==> src/rtl/vid_trs_pkg.sv <==
package vid_trs_pkg;
  // Number of words in a timing sequence (prefix plus flag word)
  localparam int TRS_LEN = 4;

  // Flags carried by the fourth word of a sequence
  typedef struct packed {
    logic f;
    logic v;
    logic h;
  } trs_bits_t;
endpackage

==> src/rtl/trs_detect.sv <==
module trs_detect
  import vid_trs_pkg::*;
#(
  parameter int           W     = 10,
  parameter logic [W-1:0] BLANK = 10'h040
) (
  input  logic         clk,
  input  logic         rst,
  input  logic [W-1:0] din,
  output logic [W-1:0] dly_word,
  output logic         hit,
  output trs_bits_t    bits
);
  localparam int DLY = TRS_LEN - 1;

  logic [W-1:0] stage [DLY];

  for (genvar i = 0; i < DLY; i++) begin : g_dly
    if (i == 0) begin : g_first
      always_ff @(posedge clk) begin
        if (rst) stage[i] <= BLANK;
        else     stage[i] <= din;
      end
    end else begin : g_next
      always_ff @(posedge clk) begin
        if (rst) stage[i] <= BLANK;
        else     stage[i] <= stage[i-1];
      end
    end
  end

  // The oldest stage holds the prefix start when din is the flag word
  assign hit      = din[W-1] && (stage[0] == '0) && (stage[1] == '0) && (stage[DLY-1] == '1);
  assign bits     = '{f: din[W-2], v: din[W-3], h: din[W-4]};
  assign dly_word = stage[DLY-1];
endmodule

==> src/rtl/blank_flags.sv <==
module blank_flags
  import vid_trs_pkg::*;
(
  input  logic      clk,
  input  logic      rst,
  input  logic      hit,
  input  trs_bits_t bits,
  input  logic      hmode,
  input  logic      mute,
  output logic      h_o,
  output logic      v_o,
  output logic      f_o
);
  localparam int LAT = TRS_LEN - 1;

  logic [LAT-1:0] hit_pipe;
  trs_bits_t      pend;
  logic           span_q, span_n, end_q, end_n;
  logic           trs_h_q, trs_h_n, v_q, v_n, f_q, f_n;

  always_comb begin
    span_n  = span_q;
    if (end_q)              span_n = 1'b0;   // word after last start-of-active word
    if (hit && bits.h)      span_n = 1'b1;   // prefix start of end-of-active
    end_n   = hit_pipe[LAT-1] && !pend.h;
    trs_h_n = hit_pipe[LAT-1] ? pend.h : trs_h_q;
    v_n     = hit_pipe[LAT-1] ? pend.v : v_q;
    f_n     = hit_pipe[LAT-1] ? pend.f : f_q;
  end

  always_ff @(posedge clk) begin
    if (rst) begin
      hit_pipe <= '0;
      pend     <= '0;
      span_q   <= 1'b0;
      end_q    <= 1'b0;
      trs_h_q  <= 1'b0;
      v_q      <= 1'b0;
      f_q      <= 1'b0;
      h_o      <= 1'b0;
      v_o      <= 1'b0;
      f_o      <= 1'b0;
    end else begin
      hit_pipe <= {hit_pipe[LAT-2:0], hit};
      if (hit) pend <= bits;
      span_q   <= span_n;
      end_q    <= end_n;
      trs_h_q  <= trs_h_n;
      v_q      <= v_n;
      f_q      <= f_n;
      h_o      <= mute ? 1'b0 : (hmode ? trs_h_n : span_n);
      v_o      <= mute ? 1'b0 : v_n;
      f_o      <= mute ? 1'b0 : f_n;
    end
  end

  AST_MUTE_FLAGS: assert property (@(posedge clk) disable iff (rst)
    $past(mute) |-> (!h_o && !v_o && !f_o));
endmodule

==> src/rtl/trs_lock.sv <==
module trs_lock #(
  parameter int CNT_W   = 12,
  parameter int TIMEOUT = 4096
) (
  input  logic clk,
  input  logic rst,
  input  logic hit,
  input  logic is_eav,
  input  logic carrier_lost,
  output logic locked
);
  localparam int               IDLE_W  = $clog2(TIMEOUT + 1);
  localparam logic [IDLE_W-1:0] IDLE_END = IDLE_W'(TIMEOUT - 1);
  localparam logic [CNT_W-1:0]  GAP_MAX  = '1;

  logic [CNT_W-1:0]  eav_gap, span;
  logic [CNT_W-1:0]  gap_now;
  logic [IDLE_W-1:0] idle;
  logic              seen, have_span;

  assign gap_now = CNT_W'(eav_gap + 1'b1);

  always_ff @(posedge clk) begin
    if (rst || carrier_lost) begin
      eav_gap   <= '0;
      span      <= '0;
      idle      <= '0;
      seen      <= 1'b0;
      have_span <= 1'b0;
      locked    <= 1'b0;
    end else begin
      if (hit) begin
        idle <= '0;
      end else if (idle == IDLE_END) begin
        locked    <= 1'b0;
        seen      <= 1'b0;
        have_span <= 1'b0;
      end else begin
        idle <= idle + 1'b1;
      end
      if (hit && is_eav) begin
        eav_gap <= '0;
        seen    <= 1'b1;
        if (seen) begin
          span      <= gap_now;
          have_span <= 1'b1;
          locked    <= have_span && (gap_now == span);
        end
      end else if (eav_gap != GAP_MAX) begin
        eav_gap <= eav_gap + 1'b1;
      end
    end
  end

  AST_LOCK_ON_EAV: assert property (@(posedge clk) disable iff (rst)
    $rose(locked) |-> $past(hit && is_eav));
  AST_LOCK_CARRIER: assert property (@(posedge clk) disable iff (rst)
    $past(carrier_lost) |-> !locked);
endmodule

==> src/rtl/vid_trs_flags.sv <==
module vid_trs_flags
  import vid_trs_pkg::*;
#(
  parameter int           W          = 10,
  parameter logic [W-1:0] BLANK_WORD = 10'h040,
  parameter int           CNT_W      = 12,
  parameter int           TIMEOUT    = 4096
) (
  input  logic         clk,
  input  logic         rst,
  input  logic [W-1:0] vid_in,
  input  logic         hblank_sel,
  input  logic         carrier_lost,
  output logic [W-1:0] vid_out,
  output logic         hblank,
  output logic         vblank,
  output logic         field,
  output logic         locked
);
  logic [W-1:0] dly_word;
  logic         trs_hit;
  trs_bits_t    trs_bits;

  trs_detect #(.W(W), .BLANK(BLANK_WORD)) u_det (
    .clk(clk), .rst(rst), .din(vid_in),
    .dly_word(dly_word), .hit(trs_hit), .bits(trs_bits)
  );

  blank_flags u_flg (
    .clk(clk), .rst(rst), .hit(trs_hit), .bits(trs_bits),
    .hmode(hblank_sel), .mute(carrier_lost),
    .h_o(hblank), .v_o(vblank), .f_o(field)
  );

  trs_lock #(.CNT_W(CNT_W), .TIMEOUT(TIMEOUT)) u_lck (
    .clk(clk), .rst(rst), .hit(trs_hit), .is_eav(trs_bits.h),
    .carrier_lost(carrier_lost), .locked(locked)
  );

  always_ff @(posedge clk) begin
    if (rst || carrier_lost) vid_out <= BLANK_WORD;
    else                     vid_out <= dly_word;
  end

  AST_MUTE_BUS: assert property (@(posedge clk) disable iff (rst)
    $past(carrier_lost) |-> (vid_out == BLANK_WORD));
  AST_H_RISE_PREFIX: assert property (@(posedge clk) disable iff (rst)
    ($rose(hblank) && !$past(hblank_sel) && !$past(hblank_sel, 2)
     && !$past(carrier_lost) && !$past(carrier_lost, 2)) |-> (vid_out == '1));
  AST_H_AT_FLAG_WORD: assert property (@(posedge clk) disable iff (rst)
    ((hblank != $past(hblank)) && $past(hblank_sel) && $past(hblank_sel, 2)
     && !$past(carrier_lost) && !$past(carrier_lost, 2)) |-> vid_out[W-1]);
  AST_V_AT_FLAG_WORD: assert property (@(posedge clk) disable iff (rst)
    ((vblank != $past(vblank)) && !$past(carrier_lost) && !$past(carrier_lost, 2))
    |-> vid_out[W-1]);
endmodule

==> config.mk <==
export PLATFORM = sky130hd
export DESIGN_NAME = vid_trs_flags
export DESIGN_NICKNAME = d
export VERILOG_FILES = /design/src/rtl/vid_trs_pkg.sv /design/src/rtl/trs_detect.sv /design/src/rtl/blank_flags.sv /design/src/rtl/trs_lock.sv /design/src/rtl/vid_trs_flags.sv
export SDC_FILE = /design/constraint.sdc
export NUM_CORES = 1
export LEC_CHECK = 0
export BUFFER_PORTS_ARGS = -buffer_cell sky130_fd_sc_hd__buf_2
export CAP_MARGIN = 10
export CORE_MARGIN = 5
export CORE_UTILIZATION = 50
export DETAILED_ROUTE_END_ITERATION = 8
export GPL_ROUTABILITY_DRIVEN = 0
export PLACE_DENSITY_LB_ADDON = 0.08
export SETUP_SLACK_MARGIN = 0.15
export SYNTH_ARGS = -nofsm -noshare
export SYNTH_HDL_FRONTEND = slang
export SYNTH_SLANG_ARGS = --single-unit
==> constraint.sdc <==
create_clock -name clk -period 2.3 [get_ports clk]
set_input_delay 0.46 -clock clk [delete_from_list [all_inputs] [get_ports clk]]
set_output_delay 0.46 -clock clk [all_outputs]
set_load 0.1 [all_outputs]
==> impl_metrics.sql <==
INSERT INTO impl_metrics (metric_group, metric, value, unit) VALUES
('run_status', 'outcome', 'completed', ''),
('logic_synthesis', 'synth_seq_area_share', '0.545', ''),
('power_and_ir_drop', 'share_comb_of_total_power', '0.035', ''),
('routing', 'number_of_detailed_route_iterations_in_the_first_pass', '6', ''),
('clock_tree', 'clk_pin_slew', '100', 'ps'),
('clock_tree', 'tritoncts_clock_tree', 'built', ''),
('cells_and_area', 'layout-drive-gt1-share', '0.165', ''),
('power_and_ir_drop', 'net-switching-power', '0.000703', 'W'),
('setup_path', 'regToRegEndpoint', 'u_lck.span[5]$_SDFFE_PP0P_', ''),
('setup_path', 'end_kind', 'flip-flop', ''),
('cells_and_area', 'final-seq-area', '1880', 'sq um'),
('cells_and_area', 'fin_nets', '393', ''),
('logic_synthesis', 'synth.yosys.warnings', '0', ''),
('sta', 'timing.final.max_slew_violations', '0', ''),
('clock_tree', 'clk_sink_count', '94', ''),
('floorplanning', 'fp.dieW', '93.1', 'um'),
('logic_synthesis', 'post_synth_instance_area', '3450', 'sq um'),
('setup_path', 'r2r_start', 'u_det.stage[1][1]$_SDFF_PP0_', ''),
('floorplanning', 'dieHeight', '93.1', 'um'),
('setup_path', 'worst-path-max-fanout', '10', ''),
('routing', 'drt_iter0_markers', '76', ''),
('routing', 'ant_nets', '0', ''),
('sta', 'report.final.setup_viol', '0', ''),
('cells_and_area', 'multi_input_area', '1500', 'sq um'),
('grt', 'grt_overflow_total', '0', ''),
('grt', 'global_route.usage.total', '0.156', ''),
('logic_synthesis', 'synth_edf_count', '0', ''),
('routing', 'post_drt_wl_per_cell', '13.0', 'um'),
('logic_synthesis', 'synth.avg_cell_area', '10.1', 'sq um'),
('logic_synthesis', 'synth.distinct_cells', '38', ''),
('logic_synthesis', 'synth_largest_type_area_fraction', '0.545', ''),
('logic_synthesis', 'synth_ff_type', 'sky130_fd_sc_hd__dfxtp_1', ''),
('run', 'cap_violations', '0', ''),
('cells_and_area', 'antennaDiodeCount', '0', ''),
('routing', 'routed_wl', '6.03', 'mm'),
('power_and_ir_drop', 'switching_share', '0.239', ''),
('grt', 'grt_pass1_vias', '2324', ''),
('sta', 'highest_clock_frequency_the_design_can_meet', '510', 'MHz'),
('setup_path', 'worstPathRequired', '2540', 'ps'),
('logic_synthesis', 'synth_area_leader_cell', 'sky130_fd_sc_hd__dfxtp_1', ''),
('sta', 'worst_slew_pin_slew', '491', 'ps'),
('sta', 'period_minus_slack', '1960', 'ps'),
('power_and_ir_drop', 'internal_power', '0.00224', 'W'),
('grt', 'global_route_wire_length_before_repair', '10.6', 'mm'),
('logic_synthesis', 'postSynthNetCount', '359', ''),
('floorplanning', 'placement_rows', '30', ''),
('placed_design', 'io_buffers', '27', ''),
('setup_path', 'critPathLaunchType', 'flip-flop', ''),
('logic_synthesis', 'post_synth_main_area_contributors', 'sky130_fd_sc_hd__dfxtp_1 (55%), sky130_fd_sc_hd__nor2b_1 (5.6%), sky130_fd_sc_hd__xnor2_1 (4.3%)', ''),
('grt', 'number_of_antenna_violations_at_the_first_check_in_global_routing', '0', ''),
('cells_and_area', 'synthToLayoutAreaGrowth', '14.2', '%'),
('power_and_ir_drop', 'worst_ir_drop_vdd', '0.579', 'mV'),
('sta', 'timing.clock.skew', '14.9', 'ps'),
('power_and_ir_drop', 'clockPowerShare', '0.398', ''),
('power_and_ir_drop', 'seq_power_share', '0.567', ''),
('sta', 'timing_hold_violations_final', '0', ''),
('power_and_ir_drop', 'pwr_density_cell', '745', 'nW/um^2'),
('routing', 'post_drt_via_cell_ratio', '5.14', ''),
('clock_tree', 'clk_latency', '360', 'ps'),
('grt', 'grt_max_degree', '46', ''),
('sta', 'timing.final.crit_share', '0.853', ''),
('sta', 'timing.max_slew.rel_slack', '0.675', ''),
('clock_tree', 'cts.path.max_buffers', '2', ''),
('logic_synthesis', 'synthArstFlopShare', '0', ''),
('setup_path', 'r2r.worst_path.cells', '7', ''),
('setup_path', 'crit_path_start', 'u_det.stage[1][1]$_SDFF_PP0_', ''),
('clock_tree', 'postCtsSetupBuffers', '0', ''),
('placed_design', 'hpwlAfterDp', '4.26', 'mm'),
('clock_tree', 'cts_root_buffer', 'sky130_fd_sc_hd__clkbuf_8', ''),
('worst_hold_path', 'hold_path_class', 'input port to flip-flop', ''),
('cells_and_area', 'postLayoutCoreUtil', '0.584', '');
-- stage by stage --
step	power (W)	std cells	hold slack, ps	instance area, sq um	worst slack (ps)
3_3_place_gp	0.00181	446	420	3700	188
3_5_place_dp	0.00181	446	434	3700	125
5_1_grt	0.00308	462	282	3940	144
4_1_cts	0.00298	462	282	3920	160
2_1_floorplan	0.00177	343	414	3450	254
6_report	0.00294	462	303	3940	339
-- cells by family (layout without fill, tap and decap cells) --
kind of cell	after synthesis	after routing	synth area share
compound gates	40	40	0.0790
mux	8	8	0.0232
flops	94	94	0.545
buf+inv	20	59	0.0257
simple gates	146	146	0.236
fa+ha+maj	2	2	0.00725
xor+xnor	33	33	0.0837
-- cell usage in the layout (no fill, tap or decap), drive strengths merged --
cell / n
a31oi: 2
clkinv: 1
nand3b: 1
nand2: 23
a211oi: 2
xor2: 16
nor2: 24
or2: 5
and4b: 1
a222oi: 1
nor2b: 31
a21oi: 17
o2111ai: 1
nand4: 9
nor3b: 2
a311oi: 1
nor4b: 3
bufinv: 1
buf: 37
nand2b: 3
and3: 8
dfxtp: 94
o21ai: 5
xnor2: 17
ha: 2
nor3: 4
or3: 4
nor4bb: 1
mux2i: 8
o211a: 10
nor4: 4
and2: 9
nand3: 12
clkbuf: 9
inv: 11
o31ai: 1
and4: 2
-- layer usage --
| metal | vias up | track usage | routed length (um) |
|---|---|---|---|
| met5 | - | 0 | 0 |
| met4 | 0 | 0.0403 | 28 |
| met3 | 2 | 0.0611 | 212 |
| met2 | 31 | 0.262 | 3030 |
| met1 | 1104 | 0.186 | 2760 |
| li1 | 1239 | - | - |
-- flip-flops by register name, indices dropped and copies added, names as in the netlist --
signal           count
u_lck.seen           1
vid_out             10
u_flg.v_o            1
u_lck.locked         1
u_det.stage         30
u_flg.trs_h_q        1
u_flg.h_o            1
u_flg.end_q          1
u_lck.eav_gap       12
u_flg.pend           3
u_flg.v_q            1
u_flg.f_q            1
u_flg.f_o            1
u_lck.have_span      1
u_flg.hit_pipe       3
u_flg.span_q         1
u_lck.idle          13
u_lck.span          12
-- power groups by stage --
stage,Clock (W),Combinational (W),Sequential (W)
global placement,0,0.000103,0.00170
global route,0.00129,0.000115,0.00167
CTS,0.00121,0.000104,0.00167
floorplan,0,0.0000537,0.00172
finish,0.00117,0.000103,0.00167
detailed placement,0,0.000104,0.00170
-- cell type report --
| class | instances | area share |
|---|---|---|
| Multi-Input combinational cell | 229 | 0.381 |
| Tap cell | 80 | 0.0254 |
| Inverter | 6 | 0.00571 |
| Sequential cell | 94 | 0.477 |
| Clock inverter | 7 | 0.0248 |
| Clock buffer | 9 | 0.0314 |
| Timing Repair Buffer | 37 | 0.0543 |
-- Yosys cell counts (3+ instances only) --
library cell and n:
sky130_fd_sc_hd__a21oi_1 17, sky130_fd_sc_hd__and2_1 9, sky130_fd_sc_hd__and3_1 8, sky130_fd_sc_hd__buf_4 3, sky130_fd_sc_hd__clkbuf_1 8, sky130_fd_sc_hd__dfxtp_1 94, sky130_fd_sc_hd__inv_1 6, sky130_fd_sc_hd__mux2i_1 8
sky130_fd_sc_hd__nand2_1 23, sky130_fd_sc_hd__nand2b_1 3, sky130_fd_sc_hd__nand3_1 12, sky130_fd_sc_hd__nand4_1 9, sky130_fd_sc_hd__nor2_1 24, sky130_fd_sc_hd__nor2b_1 31, sky130_fd_sc_hd__nor3_1 4, sky130_fd_sc_hd__nor4_1 3
sky130_fd_sc_hd__nor4b_1 3, sky130_fd_sc_hd__o211a_1 10, sky130_fd_sc_hd__o21ai_0 5, sky130_fd_sc_hd__or2_2 5, sky130_fd_sc_hd__or3_1 4, sky130_fd_sc_hd__xnor2_1 17, sky130_fd_sc_hd__xor2_1 16
-- worst min-delay path by stage --
stage	depth (start not counted)	slack [ps]	end	from
after floorplan	1	410	u_flg.hit_pipe[1]$_SDFF_PP0_	u_flg.hit_pipe[0]$_SDFF_PP0_
after global placement	1	420	u_flg.hit_pipe[2]$_SDFF_PP0_	u_flg.hit_pipe[1]$_SDFF_PP0_
final	2	300	u_det.stage[0][5]$_SDFF_PP0_	vid_in[5]
after detailed placement	1	430	u_det.stage[2][6]$_SDFF_PP1_	u_det.stage[1][6]$_SDFF_PP1_
after global routing	2	280	u_det.stage[0][5]$_SDFF_PP0_	vid_in[5]
after CTS	2	280	u_det.stage[0][5]$_SDFF_PP0_	vid_in[5]
-- worst max-delay path, cell delays in order, from the launching register on --
cell	delay (ps)
sky130_fd_sc_hd__dfxtp_1	330
sky130_fd_sc_hd__nor4_2	310
sky130_fd_sc_hd__nand4_1	200
sky130_fd_sc_hd__nor4_4	340
sky130_fd_sc_hd__and3_2	300
sky130_fd_sc_hd__buf_4	190
sky130_fd_sc_hd__nand2_1	60
sky130_fd_sc_hd__o211a_1	120
-- what timing repair did --
action	CTS	global route
hold endpoints to repair	0	0
resized for setup	0	5
hold buffers	0	0
endpoints found under the setup margin	0	24
No activity file was read; power rests on OpenSTA's default activity.
